$ cat src/rtl/npsb_pkg.sv
package npsb_pkg;

   // lifecycle of one buffer slot
   typedef enum logic [1:0] {
      SLOT_FREE = 2'd0,
      SLOT_WAIT = 2'd1,
      SLOT_LIVE = 2'd2,
      SLOT_DONE = 2'd3
   } slot_state_t;

   // answer codes on the high-speed side
   typedef enum logic [2:0] {
      RSP_TAKEN   = 3'd0,
      RSP_FULL    = 3'd1,
      RSP_DUP     = 3'd2,
      RSP_NOTYET  = 3'd3,
      RSP_RESULT  = 3'd4,
      RSP_UNKNOWN = 3'd5
   } rsp_code_t;

   localparam int HSK_W = 2;

endpackage

$ cat src/rtl/npsb_slot_pick.sv
module npsb_slot_pick #(
   parameter int N         = 4,
   parameter bit PICK_HIGH = 1'b0,
   localparam int IW       = (N > 1) ? $clog2(N) : 1
) (
   input  logic [N-1:0]  free_vec,
   output logic          any_free,
   output logic [IW-1:0] pick_idx
);

   assign any_free = |free_vec;

   generate
      if (PICK_HIGH) begin : g_high
         always_comb begin
            pick_idx = '0;
            for (int i = 0; i < N; i++)
               if (free_vec[i]) pick_idx = IW'(i);
         end
      end else begin : g_low
         always_comb begin
            pick_idx = '0;
            for (int i = N - 1; i >= 0; i--)
               if (free_vec[i]) pick_idx = IW'(i);
         end
      end
   endgenerate

endmodule

$ cat src/rtl/npsb_order_fifo.sv
module npsb_order_fifo #(
   parameter int N  = 4,
   parameter int IW = 2,
   localparam int CW = $clog2(N + 1)
) (
   input  logic          clk,
   input  logic          rst_n,
   input  logic          push,
   input  logic [IW-1:0] push_idx,
   input  logic          pop,
   output logic [IW-1:0] head_idx,
   output logic          empty
);

   logic [IW-1:0] mem_q [N];
   logic [IW-1:0] wp_q, rp_q;
   logic [CW-1:0] cnt_q;

   function automatic logic [IW-1:0] bump(input logic [IW-1:0] p);
      return (p == IW'(N - 1)) ? '0 : p + 1'b1;
   endfunction

   always_ff @(posedge clk or negedge rst_n) begin
      if (!rst_n) begin
         wp_q  <= '0;
         rp_q  <= '0;
         cnt_q <= '0;
      end else begin
         if (push) wp_q <= bump(wp_q);
         if (pop)  rp_q <= bump(rp_q);
         cnt_q <= cnt_q + CW'(push) - CW'(pop);
      end
   end

   always_ff @(posedge clk) begin
      if (push) mem_q[wp_q] <= push_idx;
   end

   assign head_idx = mem_q[rp_q];
   assign empty    = (cnt_q == '0);

endmodule

$ cat src/rtl/npsb_slot_table.sv
module npsb_slot_table
   import npsb_pkg::*;
#(
   parameter int N  = 4,
   parameter int IW = 2,
   parameter int AW = 7,
   parameter int EW = 4,
   parameter int DW = 32
) (
   input  logic             clk,
   input  logic             rst_n,
   // key lookup
   input  logic [AW-1:0]    key_addr,
   input  logic [EW-1:0]    key_ep,
   input  logic             key_dir_in,
   output logic             hit,
   output logic [IW-1:0]    hit_idx,
   output slot_state_t      hit_state,
   output logic [N-1:0]     free_vec,
   // fill a slot
   input  logic             wr_en,
   input  logic [IW-1:0]    wr_idx,
   input  logic [AW-1:0]    wr_addr,
   input  logic [EW-1:0]    wr_ep,
   input  logic             wr_dir_in,
   input  logic             wr_ctl,
   input  logic [DW-1:0]    wr_data,
   // slot handed downstream
   input  logic             launch_en,
   input  logic [IW-1:0]    launch_idx,
   // result recorded
   input  logic             land_en,
   input  logic [IW-1:0]    land_idx,
   input  logic [HSK_W-1:0] land_hsk,
   input  logic [DW-1:0]    land_data,
   // slot released
   input  logic             drop_en,
   input  logic [IW-1:0]    drop_idx,
   // command read port
   input  logic [IW-1:0]    cmd_idx,
   output logic [AW-1:0]    cmd_addr,
   output logic [EW-1:0]    cmd_ep,
   output logic             cmd_dir_in,
   output logic             cmd_ctl,
   output logic [DW-1:0]    cmd_data,
   // result read port (at hit_idx)
   output logic [HSK_W-1:0] res_hsk,
   output logic [DW-1:0]    res_data
);

   slot_state_t      st_q   [N];
   logic [AW-1:0]    addr_q [N];
   logic [EW-1:0]    ep_q   [N];
   logic             dir_q  [N];
   logic             ctl_q  [N];
   logic [HSK_W-1:0] hsk_q  [N];
   // one word per slot: OUT payload until launch, returned data after landing
   logic [DW-1:0]    word_q [N];
   logic [N-1:0]     match;

   always_ff @(posedge clk or negedge rst_n) begin
      if (!rst_n) begin
         for (int i = 0; i < N; i++) st_q[i] <= SLOT_FREE;
      end else begin
         for (int i = 0; i < N; i++) begin
            if (wr_en && wr_idx == IW'(i))
               st_q[i] <= SLOT_WAIT;
            else if (launch_en && launch_idx == IW'(i))
               st_q[i] <= SLOT_LIVE;
            else if (land_en && land_idx == IW'(i))
               st_q[i] <= SLOT_DONE;
            else if (drop_en && drop_idx == IW'(i))
               st_q[i] <= SLOT_FREE;
         end
      end
   end

   always_ff @(posedge clk) begin
      for (int i = 0; i < N; i++) begin
         if (wr_en && wr_idx == IW'(i)) begin
            addr_q[i] <= wr_addr;
            ep_q[i]   <= wr_ep;
            dir_q[i]  <= wr_dir_in;
            ctl_q[i]  <= wr_ctl;
            word_q[i] <= wr_data;
            hsk_q[i]  <= '0;
         end else if (land_en && land_idx == IW'(i)) begin
            word_q[i] <= land_data;
            hsk_q[i]  <= land_hsk;
         end
      end
   end

   generate
      for (genvar g = 0; g < N; g++) begin : g_cmp
         assign free_vec[g] = (st_q[g] == SLOT_FREE);
         assign match[g]    = !free_vec[g] &&
                              (addr_q[g] == key_addr) &&
                              (ep_q[g] == key_ep) &&
                              (dir_q[g] == key_dir_in);
      end
   endgenerate

   always_comb begin
      hit_idx = '0;
      for (int i = N - 1; i >= 0; i--)
         if (match[i]) hit_idx = IW'(i);
   end

   assign hit       = |match;
   assign hit_state = st_q[hit_idx];
   assign res_hsk   = hsk_q[hit_idx];
   assign res_data  = word_q[hit_idx];

   assign cmd_addr   = addr_q[cmd_idx];
   assign cmd_ep     = ep_q[cmd_idx];
   assign cmd_dir_in = dir_q[cmd_idx];
   assign cmd_ctl    = ctl_q[cmd_idx];
   assign cmd_data   = word_q[cmd_idx];

endmodule

$ cat src/rtl/np_split_buffer.sv
module np_split_buffer
   import npsb_pkg::*;
#(
   parameter int DEPTH     = 4,
   parameter int ADDR_W    = 7,
   parameter int EP_W      = 4,
   parameter int DATA_W    = 32,
   parameter bit PICK_HIGH = 1'b0,
   localparam int IW       = (DEPTH > 1) ? $clog2(DEPTH) : 1
) (
   input  logic              clk,
   input  logic              rst_n,
   input  logic              hs_req_valid,
   input  logic              hs_req_complete,
   input  logic [ADDR_W-1:0] hs_req_addr,
   input  logic [EP_W-1:0]   hs_req_ep,
   input  logic              hs_req_dir_in,
   input  logic              hs_req_ctl,
   input  logic [DATA_W-1:0] hs_req_data,
   output logic              hs_rsp_valid,
   output logic [2:0]        hs_rsp_code,
   output logic [1:0]        hs_rsp_hsk,
   output logic [DATA_W-1:0] hs_rsp_data,
   input  logic              periodic_busy,
   output logic              ds_cmd_valid,
   input  logic              ds_cmd_ready,
   output logic [ADDR_W-1:0] ds_cmd_addr,
   output logic [EP_W-1:0]   ds_cmd_ep,
   output logic              ds_cmd_dir_in,
   output logic              ds_cmd_ctl,
   output logic [DATA_W-1:0] ds_cmd_data,
   input  logic              ds_done_valid,
   input  logic [1:0]        ds_done_hsk,
   input  logic [DATA_W-1:0] ds_done_data
);

   generate
      if (DEPTH < 2) begin : g_bad_depth
         $error("np_split_buffer: DEPTH must be 2 or more");
      end
      if (ADDR_W < 1 || EP_W < 1 || DATA_W < 1) begin : g_bad_width
         $error("np_split_buffer: field widths must be positive");
      end
   endgenerate

   logic              hit, any_free;
   logic [IW-1:0]     hit_idx, pick_idx, head_idx;
   slot_state_t       hit_state;
   logic [DEPTH-1:0]  free_vec;
   logic              q_empty;
   logic [HSK_W-1:0]  res_hsk;
   logic [DATA_W-1:0] res_data;

   logic              take, drop, launch, land;
   rsp_code_t         code_d;
   logic              fly_q;
   logic [IW-1:0]     fly_idx_q;

   // high-speed request decode, judged on pre-edge slot state
   always_comb begin
      code_d = RSP_UNKNOWN;
      take   = 1'b0;
      drop   = 1'b0;
      if (hs_req_valid) begin
         if (!hs_req_complete) begin
            if (hit)
               code_d = RSP_DUP;
            else if (!any_free)
               code_d = RSP_FULL;
            else begin
               code_d = RSP_TAKEN;
               take   = 1'b1;
            end
         end else begin
            if (!hit)
               code_d = RSP_UNKNOWN;
            else if (hit_state == SLOT_DONE) begin
               code_d = RSP_RESULT;
               drop   = 1'b1;
            end else
               code_d = RSP_NOTYET;
         end
      end
   end

   // downstream side: one transaction at a time, yields to periodic work
   assign ds_cmd_valid = !q_empty && !fly_q && !periodic_busy;
   assign launch       = ds_cmd_valid && ds_cmd_ready;
   assign land         = ds_done_valid && fly_q;

   always_ff @(posedge clk or negedge rst_n) begin
      if (!rst_n) begin
         fly_q     <= 1'b0;
         fly_idx_q <= '0;
      end else if (launch) begin
         fly_q     <= 1'b1;
         fly_idx_q <= head_idx;
      end else if (land) begin
         fly_q     <= 1'b0;
      end
   end

   always_ff @(posedge clk or negedge rst_n) begin
      if (!rst_n) begin
         hs_rsp_valid <= 1'b0;
         hs_rsp_code  <= '0;
         hs_rsp_hsk   <= '0;
         hs_rsp_data  <= '0;
      end else begin
         hs_rsp_valid <= hs_req_valid;
         hs_rsp_code  <= code_d;
         hs_rsp_hsk   <= drop ? res_hsk : '0;
         hs_rsp_data  <= (drop && hs_req_dir_in) ? res_data : '0;
      end
   end

   npsb_slot_pick #(
      .N        (DEPTH),
      .PICK_HIGH(PICK_HIGH)
   ) u_pick (
      .free_vec(free_vec),
      .any_free(any_free),
      .pick_idx(pick_idx)
   );

   npsb_order_fifo #(
      .N (DEPTH),
      .IW(IW)
   ) u_order (
      .clk     (clk),
      .rst_n   (rst_n),
      .push    (take),
      .push_idx(pick_idx),
      .pop     (launch),
      .head_idx(head_idx),
      .empty   (q_empty)
   );

   npsb_slot_table #(
      .N (DEPTH),
      .IW(IW),
      .AW(ADDR_W),
      .EW(EP_W),
      .DW(DATA_W)
   ) u_table (
      .clk       (clk),
      .rst_n     (rst_n),
      .key_addr  (hs_req_addr),
      .key_ep    (hs_req_ep),
      .key_dir_in(hs_req_dir_in),
      .hit       (hit),
      .hit_idx   (hit_idx),
      .hit_state (hit_state),
      .free_vec  (free_vec),
      .wr_en     (take),
      .wr_idx    (pick_idx),
      .wr_addr   (hs_req_addr),
      .wr_ep     (hs_req_ep),
      .wr_dir_in (hs_req_dir_in),
      .wr_ctl    (hs_req_ctl),
      .wr_data   (hs_req_data),
      .launch_en (launch),
      .launch_idx(head_idx),
      .land_en   (land),
      .land_idx  (fly_idx_q),
      .land_hsk  (ds_done_hsk),
      .land_data (ds_done_data),
      .drop_en   (drop),
      .drop_idx  (hit_idx),
      .cmd_idx   (head_idx),
      .cmd_addr  (ds_cmd_addr),
      .cmd_ep    (ds_cmd_ep),
      .cmd_dir_in(ds_cmd_dir_in),
      .cmd_ctl   (ds_cmd_ctl),
      .cmd_data  (ds_cmd_data),
      .res_hsk   (res_hsk),
      .res_data  (res_data)
   );

endmodule

$ cat config.mk
export PLATFORM = sky130hd
export DESIGN_NAME = np_split_buffer
export DESIGN_NICKNAME = d
export VERILOG_FILES = /design/src/rtl/npsb_pkg.sv /design/src/rtl/npsb_slot_pick.sv /design/src/rtl/npsb_order_fifo.sv /design/src/rtl/npsb_slot_table.sv /design/src/rtl/np_split_buffer.sv
export SDC_FILE = /design/constraint.sdc
export NUM_CORES = 1
export LEC_CHECK = 0
export CAP_MARGIN = 10
export CORE_UTILIZATION = 58
export DETAILED_ROUTE_END_ITERATION = 6
export DONT_BUFFER_PORTS = 1
export PLACE_DENSITY = 0.88
export SLEW_MARGIN = 40
export SYNTH_ARGS = -nofsm -noshare
export SYNTH_HDL_FRONTEND = slang
export SYNTH_SLANG_ARGS = --single-unit
$ cat constraint.sdc
create_clock -name clk -period 4.58 [get_ports clk]
set_clock_uncertainty 0.1 [all_clocks]
set_input_delay 0.916 -clock clk [delete_from_list [all_inputs] [get_ports clk]]
set_output_delay 0.916 -clock clk [all_outputs]
set_load 0.005 [all_outputs]
== Word-level counts from Yosys, hierarchy flattened ==
Memories as Yosys holds them, arrays and structs flattened.
Cells that the tools add are included.

* Magnitude comparators: 1
* Bitwise operators: 9
* Equality and inequality tests: 27
* Reductions and logical operators: 68
* Add/subtract/negate cells: 4
* Multiplexer cells: 113

{| class="wikitable"
|+ Operators by type and width
! cell !! count
|-
| 2-to-1 mux 32 bit || 5
|-
| 2-to-1 mux 2 bit || 46
|-
| 2-to-1 mux 1 bit || 51
|-
| logical AND 1 bit || 33
|-
| equality test 7 bit || 4
|-
| equality test 2 bit (second input constant) || 11
|-
| 2-to-1 mux 7 bit || 3
|-
| OR reduction 7 bit || 3
|-
| OR reduction 4 bit || 5
|-
| equality test 4 bit || 4
|-
| logical NOT 2 bit || 8
|-
| nonzero test 4 bit || 4
|-
| 2-to-1 mux 3 bit || 4
|-
| 2-to-1 mux 4 bit || 3
|-
| equality test 2 x 1 -> 1 bit (second input constant) || 4
|-
| bitwise OR 1 bit || 8
|-
| logical NOT 1 bit || 7
|-
| OR reduction 1 bit || 6
|-
| adder 2 x 1 -> 2 bit (second input constant) || 2
|-
| binary-select mux 2 bit (select 2 bit) || 1
|-
| equality test 1 bit || 4
|-
| adder 3 x 1 -> 3 bit || 1
|-
| >= comparator 3 bit (second input constant) || 1
|-
| logical NOT 3 bit || 1
|-
| other kinds (3) || 3
|}

* Input port bits: 86
* Register bits after elaboration: 56
* Output and inout port bits: 84
* Logic and storage cells: 242
* Memories kept: 7
* Memory bits (writable): 196

{| class="wikitable"
|+ Memories
! name !! depth !! bits a word !! rd ports !! clocked after memory_dff !! write ports !! RTL line !! RTL
|-
| u_table.word_q || 4 || 32 || 2 || 0 || 4 || npsb_slot_table.sv:58 || <nowiki>logic [DW-1:0] word_q [N];</nowiki>
|-
| u_table.addr_q || 4 || 7 || 5 || 0 || 1 || npsb_slot_table.sv:52 || <nowiki>logic [AW-1:0] addr_q [N];</nowiki>
|-
| u_table.ep_q || 4 || 4 || 5 || 0 || 1 || npsb_slot_table.sv:53 || <nowiki>logic [EW-1:0] ep_q [N];</nowiki>
|-
| u_order.mem_q || 4 || 2 || 1 || 0 || 1 || npsb_order_fifo.sv:15 || <nowiki>logic [IW-1:0] mem_q [N];</nowiki>
|-
| u_table.hsk_q || 4 || 2 || 1 || 0 || 4 || npsb_slot_table.sv:56 || <nowiki>logic [HSK_W-1:0] hsk_q [N];</nowiki>
|-
| u_table.ctl_q || 4 || 1 || 1 || 0 || 1 || npsb_slot_table.sv:55 || <nowiki>logic ctl_q [N];</nowiki>
|-
| +1 memories || - || - || - || - || - || - ||
|}

== Logic depth before layout (Yosys ltp) ==
* Depth in word-level cells: 23
* Depth in mapped cells: 12
* Depth with buffers taken out: 10

== Hierarchy ==
From an unflattened synthesis, not the netlist that was laid out.

* Cells, all modules: 829
* Area total of the unflattened synthesis: 12798.5 µm²

{| class="wikitable"
|+ Modules (own cells, without submodules)
! module !! seq. area each (µm²) !! instances !! area each (µm²) !! cells an instance
|-
| npsb_slot_table || 5845.6 || 1 || 10575.1 || 643
|-
| np_split_buffer || 1026.0 || 1 || 1493.9 || 134
|-
| npsb_order_fifo || 415.4 || 1 || 694.4 || 45
|-
| npsb_slot_pick || 0.0 || 1 || 35.0 || 7
|}

== Least setup slack after synthesis ==
Ideal clock, no wire load.

* Path type: in2reg
* Start: in hs_req_dir_in
* End: mem u_table.hsk_q[3][0], enable pin
* Buffers on the path: 2
* Setup time: 0.475 ns
* Data arrival time: 4.282 ns
* Stages on the path: 7
* Slack: -0.277 ns
* Data required time: 4.005 ns
* Cells stage by stage: buf_2 -> xnor2_1 -> nand4_1 -> or2_1 -> buf_6 -> nand4_2 -> o21ai_0

{| class="wikitable"
|+ RTL lines
! element !! RTL line !! RTL
|-
| start, declared || np_split_buffer.sv:17 || <nowiki>input logic hs_req_dir_in,</nowiki>
|-
| end, declared || npsb_slot_table.sv:56 ||
|}

== Worst setup path after layout ==
* Start: reg u_order.rp_q[0]
* End: out ds_cmd_data[31]

* Word-level cells in the longest chain between the ends: 2

{| class="wikitable"
|+ RTL lines
! element !! RTL line !! RTL
|-
| start, declared || npsb_order_fifo.sv:16 || <nowiki>logic [IW-1:0] wp_q, rp_q;</nowiki>
|-
| start signal, assigned || npsb_order_fifo.sv:30 || <nowiki>if (pop) rp_q <= bump(rp_q);</nowiki>
|-
| memory (4 x 2 bit) || - ||
|-
| memory (4 x 32 bit) || - ||
|-
| end, declared || np_split_buffer.sv:31 || <nowiki>output logic [DATA_W-1:0] ds_cmd_data,</nowiki>
|}

No other way between the ends.

==> run metrics <==
fin util=0.657; Wirelength per Cell=between 20 and 30 µm; Slew HR=0.484; Detailed Route WL=30600 µm; Final ANT Viol Nets=0; DR DRC count=0; Worst-Margin Slew=774 ps; Pint=~4700 µW; Num CTS Buffers=26; worst vdd ir=~0.3 mV; antenna cell count=0; Placer Congestion=about 0.9; Post-Layout Cell Count=1142; die width=~150 µm; post-DP HPWL=20000 µm; cts repair resizes=0; Die H=~150 µm; cell taking the most area after synthesis=edfxtp_1; via count=7597; clk root buf=clkbuf_16; top cells by count, synth=196 x edfxtp_1, 161 x mux2_2, 56 x dfrtp_1; setup_tns=0 ps; Initial Utilization=0.594; FFs w/ async S/R, synth=0.222; sequential-to-total area share from yosys stat=0.580; CP Capture Point=ds_cmd_data[31]; first-pass GRT wire length=~46000 µm; Leakage=0.00481 µW; Worst Hold Class=input pin to asynchronous set/reset pin; Worst Path Required=3560 ps; Sw Ratio=0.287; Avg Cell Area, Syn=15.0 µm²; vias per cell=6.65; htree depth=1; crit-path max FO=24; Port Buf Inserts=0; cell area power density=469 mW/mm²; fin crit share=0.812; Pre-antenna DRT Iters=5; R2R setup slack=1030 ps; RSZ-0062 raised after global routing=no; CP startpoint kind=flip-flop; hold_ws=between 150 and 200 ps; core area=0.0212 mm²; Arrival @ worst endpoint=2700 ps; layout cells sized above 1=0.375; Post-CTS Setup Inserts=0; clk buf depth=3; register area=0.00729 mm²; number of synthesized flops with an enable pin=a little under 200; final setup vio count=0; number of synthesized register bits=~250; Site Rows=53; R2R cell count=9; CTS clk-pin slew, worst paths=60 ps; 1st-iter DRT viols=616; largest net degree at the start of global routing=57; Hold Fails Final Rpt=0; count leader, synth=edfxtp_1; crit end category=primary output; CP peak stage delay=900 ps; Synth area leaders=edfxtp_1 47%, mux2_2 14%, dfrtp_1 11%, mux4_2 8.4%, xor2_1 2.7%; YS warnings=0; Mapped Cells=~840; Top Ports=170; nets=941; min Tclk post-route=3720 ps; syn_nets=930; initial antenna violation count=0; Tot GR Track Use=0.281; CP bufs+invs=1; Yosys top cell area share=0.468; R2R Path Start=u_table.ep_q[1][3]; total grt overflow=0; Max-Cap Viols=0; CTS sink count=252; Most used DFF post-synth=edfxtp_1; TritonCTS clock tree=built; combinational share of power=0.249; clock network fraction of total power=0.304; DP Cell Count=approximately 1100; Fill cells=1439; Levels on crit path=3; slowest cell on the critical path=mux4_2; Flop pwr share=0.448; Critical Path Start=u_order.rp_q[0]; Fmax=0.269 GHz; CP delay by family, top=multiplexers; status=complete, no violations; Syn-to-layout area delta=10.5%; die area=about 0.022 mm²; clock network latency to the later pin of the worst-skew pair=about 530 ps; unique cell type count in the Yosys netlist=56; CP Class=flip-flop to primary output; Crit path top cell by count=mux4_2; cells along the critical path=mux4_2, buf_4, mux4_2; RR Endpoint=u_table.word_q[2][23]; Synth Cell Area=between 0.01 and 0.015 mm²; Slew Limit Fails=0; Multi-input gate area=0.00511 mm²; switching pwr=1870 µW; vias in the first global route=8031
-- cell type report --
class | instances | area share
clock inverter | 9 | 0.00297
inverter | 14 | 0.00396
clock buffer | 39 | 0.0540
multi-input combinational | 526 | 0.368
tap | 275 | 0.0248
timing repair buffer | 27 | 0.0220
sequential | 252 | 0.524
-- worst min path at each step --
stage	start	to	cells after the start
6_report	rst_n	u_order.rp_q[0]	1
5_1_grt	rst_n	u_order.cnt_q[1]	1
4_1_cts	rst_n	u_table.st_q[0]	1
3_5_place_dp	u_table.st_q[1]	u_table.st_q[1]	1
3_3_place_gp	u_table.st_q[1]	u_table.st_q[1]	1
2_1_floorplan	u_table.st_q[1]	u_table.st_q[1]	1
-- sequential cells by signal, summed over array words and instances (netlist names), 3 cells and up --
signal          cells
u_table.word_q    128
hs_rsp_data        32
u_table.addr_q     28
u_table.ep_q       16
u_order.mem_q       8
u_table.hsk_q       8
u_table.st_q        8
u_table.ctl_q       4
u_table.dir_q       4
hs_rsp_code         3
u_order.cnt_q       3
-- routing by layer --
layer,GRT usage,wire length (µm),up-vias
li1,-,-,3285
met1,0.344,11300,3868
met2,0.473,15300,385
met3,0.0865,3270,59
met4,0.0954,820,0
met5,0,0,-
-- kinds of logic after synthesis --
group                      synth area share
DFF                                   0.580
adders and majority gates           0.00856
muxes                                 0.229
buffers and inverters                0.0212
xor gates and xnor gates             0.0348
and+or+nand+nor                      0.0620
AOI/OAI and AO/OA                    0.0645
-- stage by stage --
stage | area, µm² | worst slack (ps) | power, µW
3_3_place_gp | 13000 | 390 | 4480
4_1_cts | 13900 | 851 | 6540
2_1_floorplan | 12600 | 72.5 | 4090
5_1_grt | 13900 | 799 | 6750
3_5_place_dp | 13100 | 608 | 4570
6_report | 13900 | 861 | 6520
-- power by group through the flow --
stage	clock network [µW]	logic (µW)	registers [µW]
after floorplan	0	1180	2910
after global placement	0	1540	2940
after detailed placement	0	1610	2960
after CTS	2000	1630	2910
after global routing	2080	1730	2940
final	1980	1620	2920
-- cells in the final DEF, fill, tap and decap left out, types with 26 or more instances in the layout --
cell and instances:
nand2_1 49, nor2_1 26, a21oi_2 30, xor2_1 39, mux4_2 46, edfxtp_1 196
dfrtp_1 56, clkbuf_16 27, mux2_2 161, a22oi_1 32
-- timing repair --
action,in CTS,in global routing
hold buffers,1,0
setup endpoints to repair,0,0
endpoints found under the hold margin,56,0
(Power assumes the default switching activity.)
